## src/rtl/pm_pkg.sv

```systemverilog
package pm_pkg;
  typedef enum logic [1:0] {
    PAT_PN    = 2'd0,
    PAT_NIB   = 2'd1,
    PAT_RAMP  = 2'd2,
    PAT_RAMP3 = 2'd3
  } pm_pat_e;
endpackage

```

## src/rtl/pm_pattern_gen.sv

```systemverilog
module pm_pattern_gen #(
  parameter int          W    = 16,
  parameter logic [W-1:0] TAPS = 16'hB400
) (
  input  logic [W-1:0] base,
  input  logic [1:0]   sel,
  output logic [W-1:0] nxt
);
  import pm_pkg::*;
  localparam int NIBS = W / 4;

  logic [W-1:0] pn_next;
  logic [W-1:0] nib_next;
  logic [W-1:0] ramp_next;

  assign pn_next   = (base >> 1) ^ (base[0] ? TAPS : '0);
  assign ramp_next = base + 1'b1;

  for (genvar g = 0; g < NIBS; g++) begin : g_lane
    assign nib_next[4*g +: 4] = base[4*g +: 4] + 4'd1;
  end
  if (W > 4*NIBS) begin : g_tail
    assign nib_next[W-1:4*NIBS] = base[W-1:4*NIBS];
  end

  always_comb begin
    unique case (pm_pat_e'(sel))
      PAT_PN:  nxt = pn_next;
      PAT_NIB: nxt = nib_next;
      default: nxt = ramp_next;
    endcase
  end
endmodule

```

## src/rtl/pm_sync_tracker.sv

```systemverilog
module pm_sync_tracker #(
  parameter int THRESH = 4
) (
  input  logic clk,
  input  logic rst_n,
  input  logic valid,
  input  logic is_zero,
  input  logic is_match,
  output logic oos,
  output logic err_set
);
  localparam int CW = $clog2(THRESH + 1);
  localparam logic [CW-1:0] LAST = CW'(THRESH - 1);

  logic [CW-1:0] run_q;
  logic          good;

  assign good    = is_match && !is_zero;
  assign err_set = valid && !oos && !is_zero && !is_match;

  always_ff @(posedge clk) begin
    if (!rst_n) begin
      oos   <= 1'b1;
      run_q <= '0;
    end else if (valid) begin
      if (oos) begin
        if (!good) begin
          run_q <= '0;
        end else if (run_q == LAST) begin
          oos   <= 1'b0;
          run_q <= '0;
        end else begin
          run_q <= run_q + 1'b1;
        end
      end else begin
        if (good) begin
          run_q <= '0;
        end else if (run_q == LAST) begin
          oos   <= 1'b1;
          run_q <= '0;
        end else begin
          run_q <= run_q + 1'b1;
        end
      end
    end
  end
endmodule

```

## src/rtl/pat_monitor.sv

```systemverilog
module pat_monitor #(
  parameter int           W             = 16,
  parameter int           OOS_THRESHOLD = 4,
  parameter logic [W-1:0] TAPS          = 16'hB400
) (
  input  logic         clk,
  input  logic         rst_n,
  input  logic         s_valid,
  output logic         s_ready,
  input  logic [W-1:0] s_data,
  input  logic [1:0]   pat_sel,
  input  logic         err_clr,
  output logic         oos,
  output logic         err
);
  logic [W-1:0] pred_q;
  logic [W-1:0] gen_base;
  logic [W-1:0] gen_next;
  logic         is_zero;
  logic         is_match;
  logic         err_set;
  logic         oos_w;

  assign s_ready  = 1'b1;
  assign is_zero  = (s_data == '0);
  assign is_match = (s_data == pred_q);
  assign gen_base = oos_w ? s_data : pred_q;

  pm_pattern_gen #(.W(W), .TAPS(TAPS)) gen_i (
    .base (gen_base),
    .sel  (pat_sel),
    .nxt  (gen_next)
  );

  pm_sync_tracker #(.THRESH(OOS_THRESHOLD)) trk_i (
    .clk      (clk),
    .rst_n    (rst_n),
    .valid    (s_valid),
    .is_zero  (is_zero),
    .is_match (is_match),
    .oos      (oos_w),
    .err_set  (err_set)
  );

  always_ff @(posedge clk) begin
    if (!rst_n) begin
      pred_q <= '0;
      err    <= 1'b0;
    end else begin
      if (s_valid) pred_q <= gen_next;
      if (err_set)      err <= 1'b1;
      else if (err_clr) err <= 1'b0;
    end
  end

  assign oos = oos_w;
endmodule

```

## config.mk

```make
export PLATFORM = sky130hd
export DESIGN_NAME = pat_monitor
export DESIGN_NICKNAME = d
export VERILOG_FILES = /design/src/rtl/pm_pkg.sv /design/src/rtl/pm_pattern_gen.sv /design/src/rtl/pm_sync_tracker.sv /design/src/rtl/pat_monitor.sv
export SDC_FILE = /design/constraint.sdc
export NUM_CORES = 1
export LEC_CHECK = 0
export ABC_AREA = 0
export CORE_MARGIN = 5
export CORE_UTILIZATION = 32
export CTS_BUF_LIST = sky130_fd_sc_hd__clkbuf_8
export DETAILED_ROUTE_END_ITERATION = 10
export DONT_BUFFER_PORTS = 1
export PLACE_DENSITY = 0.55
export SLEW_MARGIN = 40
export SYNTH_ARGS = -nofsm -noshare
export SYNTH_HDL_FRONTEND = slang
export SYNTH_SLANG_ARGS = --single-unit
```

## constraint.sdc

```tcl
create_clock -name clk -period 2.12 [get_ports clk]
set_input_delay 0.212 -clock clk [delete_from_list [all_inputs] [get_ports clk]]
set_output_delay 0.212 -clock clk [all_outputs]
set_load 0.01 [all_outputs]
```

# --- After elaboration in Yosys (flattened, before gate mapping) ---
# Index checks and enable logic that the tools add are counted.
totals:
  regBits: 21
  out_inout_bits: 3
classes:
  n_addsub: 6
  eq_ne: 3
  n_mux: 14
  bitwise_logic: 1
  n_reduce_logical: 10
op_table:
  columns: ["cell", "count"]
  rows:
  - ["2-to-1 mux 16 bit", 2]
  - ["one-hot mux 16 bit (2 select lines)", 1]
  - ["adder 16 x 1 -> 16 bit, second input constant", 1]
  - ["adder 4 x 1 -> 4 bit, second input constant", 4]
  - ["== test 16 bit", 1]
  - ["logical NOT 16 bit", 1]
  - ["bitwise XOR 15 x 16 -> 16 bit", 1]
  - ["2-to-1 mux 3 bit", 4]
  - ["2-to-1 mux 1 bit", 7]
  - ["logical AND 1 bit", 4]
  - ["adder 3 x 1 -> 3 bit, second input constant", 1]
  - ["== test 3 x 2 -> 1 bit, second input constant", 1]
  - ["logical NOT 1 bit", 3]
  - ["== test 2 x 1 -> 1 bit, second input constant", 1]
  - ["logical NOT 2 bit", 1]
  - ["nonzero test 2 bit", 1]

# --- Depth between registers and ports, before layout ---
depth:
  word_depth: 5
  depth_mapped: 12
  ltp_nobuf: 9

# --- Modules after synthesis ---
# From an unflattened synthesis, not the netlist that was laid out.
unflattened:
  hier_cells: 233
  hier_area_um2: 2067.0
by_module_without_submodules:
  columns: ["mod", "n_inst", "cells_per_inst", "area_each_um2"]
  rows:
  - ["pat_monitor", 1, 100, 1069.8]
  - ["pm_pattern_gen", 1, 111, 793.3]
  - ["pm_sync_tracker", 1, 22, 203.9]

# --- Least setup slack after synthesis ---
# No wires, ideal clock.
synth_path:
  path_type: "register to register"
  startpoint: "reg with a tool-made name"
  endpoint: "reg pred_q[10]"
  setup_time_ps: 120
  arrival_time_ps: 2101
  required_ps: 2000
  path_slack_ps: -101
  path_stages_with_launch: 11
  path_buffers: 3
  path_cell_list: "dfxtp_1 > buf_6 > buf_12 > buf_4 > mux2_2 > ha_1 > nand2_1 > a21oi_1 > or3_1 > a31oi_1 > o31ai_1"
synth_rtl:
  columns: ["element", "line_no", "text"]
  rows:
  - ["to (signal assigned)", "pat_monitor.sv:50", "if (s_valid) pred_q <= gen_next;"]
  - ["to (decl)", "pat_monitor.sv:16", "logic [W-1:0] pred_q;"]

==> run metrics <==
status complete, no violations; Synthesis Warnings 0; cts repair resizes 0; initial core utilization 0.3338; initial DRC count 120; Total Wirelength between 5000 and 6000 um; EDFF count, synth 0; fin crit period ~2000 ps; CP Launch Type flop; slowest CP cell dfxtp_4; total track usage 0.1495; Synth Net Count approximately 280; final setup fails 0; worst skew pair latency between 200 and 300 ps; Avg Cell Area, Syn around 8.0 um2; clock root cell clkbuf_8; via count roughly 1900; CTS buffer count 3; Hold Startpoint rst_n; I/O pins 25; Setup CP Type reg -> reg; post-synthesis cell count 249; Setup Buffers After CTS 0; layout cells sized above 1 0.1556; Cell variety after synth 52; Overall Power about 960 uW; kind of cell adding the most delay to the critical path simple AND/OR/NAND/NOR gates; final net count around 290; Seq/Total Area, Yosys 0.2103; wire length on met3 333 um; Remaining DRCs 0; RSZ-0062 raised after global routing no; CTS Hold Bufs 0; PortBufs 0; Place WS just under 40 ps; largest net degree at the start of global routing 38; period utilisation layout 0.9364; met2 WL about 2600 um; clk sink count 21; final RePlAce weighted congestion between 0.8 and 0.9; diode count 0; grt ovf 0; DR top layer met4; number of global-route vias before repair approximately 1800; asr flop ratio synth 0; final setup margin 134.8 ps; top_reg_cell synth dfxtp_1; Synth Register Bits 21; maxcap violations 0; drt pass-1 iters 5; endpoint class of the critical path flop; Met1 Routed Length 2787 um; Leak Pwr 0.9474 nW; Mapped Area between 1500 and 2000 um2; Max VDD drop 0.1878 mV; H-tree Lvls 1; die footprint between 7000 and 8000 um2; Vias/cell 5.623; DRT antenna net count 0; clk slew on worst S/H paths roughly 90 ps; fmax between 500 and 600 MHz; Die Span X 89.05 um; slew margin rel. 0.5687; final-report max-slew violation count 0; row count 28; critical path required time 2310 ps; core area ~6000 um2; HPWL Detailed approximately 4400 um; critical path, cell by cell buf_4 -> nand3b_4 -> a22oi_2 -> and3_1 -> nand4b_1 -> xnor2_1 -> a311oi_1; initial antenna violation count 0; global-route wire length before repair 9211 um; setup TNS 0 ps; wire per inst around 17 um; Die Ht roughly 89 um; Area Overhead vs Synth 9.512%; worst-path maximum fanout 17; Tightest Pin Transition ~640 ps; CP bufs+invs 1; max incr delay on CP between 400 and 500 ps; CP arrival ~2200 ps; Final Skew 3.028 ps; Power Density approximately 440 nW/um2; HP Class in -> reg; Final Hold Viols 0; TritonCTS clock tree done; Max Root-Sink Buffers 2
## power breakdown
part	switching [mW]	leakage, nW	internal (mW)
Clock	0.155	0.0255	0.132
Sequential	0.0324	0.173	0.418
Combinational	0.111	0.749	0.111
## worst reg2reg max path, delay by kind of cell, from the launching register on
| kind | cells | cell delay (ps) |
|---|---|---|
| DFF | 1 | 440 |
| and+or+nand+nor | 3 | 600 |
| buffers and inverters | 1 | 180 |
| xor gates and xnor gates | 1 | 150 |
| AOI/OAI and AO/OA | 2 | 540 |
## per-stage QoR
step           cell area, um2  hold WS (ps)    util  std cells
2_1_floorplan            2007         349.8       -        249
3_3_place_gp             2141         299.5  0.3574        328
3_5_place_dp             2141         297.3  0.3574        328
4_1_cts                  2187         4.459  0.3651        332
5_1_grt                  2190         18.90  0.3655        332
6_report                 2190         15.89  0.3655        332
## cells in the final DEF (no fill, tap or decap), types with 3 or more instances in the layout
| cell type | n |
|---|---|
| mux2i_1 | 11 |
| nand2b_1 | 5 |
| buf_4 | 18 |
| dfxtp_1 | 20 |
| nand3_1 | 9 |
| mux2_2 | 5 |
| o221ai_1 | 4 |
| xor2_1 | 20 |
| clkbuf_8 | 3 |
| a31oi_1 | 9 |
| nor4_1 | 8 |
| nor2_1 | 20 |
| a211oi_1 | 3 |
| nand2_1 | 27 |
| inv_1 | 9 |
| ha_1 | 4 |
| a311oi_1 | 3 |
| xnor2_1 | 10 |
| a21oi_1 | 12 |
| o21ai_1 | 3 |
| nand3b_1 | 3 |
| o21ai_0 | 13 |
## cell families (layout without fill, tap and decap cells)
| family | count (synthesis) | in the layout | share of synthesized area |
|---|---|---|---|
| buffers and inverters | 23 | 31 | 0.06257 |
| XOR/XNOR | 30 | 30 | 0.1314 |
| flip-flops | 21 | 21 | 0.2103 |
| other | 1 | 1 | 0.001876 |
| AO/OA/AOI/OAI | 63 | 63 | 0.2165 |
| AND/OR/NAND/NOR | 87 | 87 | 0.2334 |
| multiplexers | 19 | 19 | 0.1126 |
| adder cells (fa/ha/maj) | 5 | 5 | 0.03129 |
## area by class of cell
type	count	area, um2
clock inverters	1	5.005
repair buffers	18	135.1
inverters	9	33.78
clock buffers	3	41.29
flip-flops and latches	21	424.2
multi-input cells	205	1456
fillers	627	3801
well taps	75	93.84
## sequential cells by signal (all words and copies together), names as in the netlist, named ones only
signal / flops
err: 1
pred_q: 16
trk_i.run_q: 3
## cells in the mapped netlist, drive strengths merged (4+ instances only)
cell type	instances	area, um2
nand2	27	101.4
dfxtp	21	420.4
nor2	20	75.07
xor2	20	175.2
o21ai	17	88.84
mux2i	13	146.4
a21oi	12	60.06
nand3	10	62.56
xnor2	10	87.58
a31oi	9	56.30
clkbuf	9	33.78
inv	9	33.78
nor4	8	50.05
buf	5	57.55
ha	5	62.56
mux2	5	56.30
nand2b	5	31.28
nand3b	5	62.56
o221ai	4	35.03
## routing by layer
| metal | vias up | global-route usage |
|---|---|---|
| met1 | 883 | 0.2101 |
| met5 | - | 0 |
| met3 | 7 | 0.02949 |
| li1 | 925 | - |
| met4 | 0 | 0.03383 |
| met2 | 52 | 0.2368 |
## path summary, 6_finish.rpt
check | endpoint | slack (ps) | depth (start not counted)
worst max register to register | pred_q[15] | 130 | 7
worst max-delay path | pred_q[15] | 130 | 7
worst min-delay path | flop | 20 | 1
worst min register to register | trk_i.run_q[2] | 490 | 2
(Power assumes the default switching activity.)
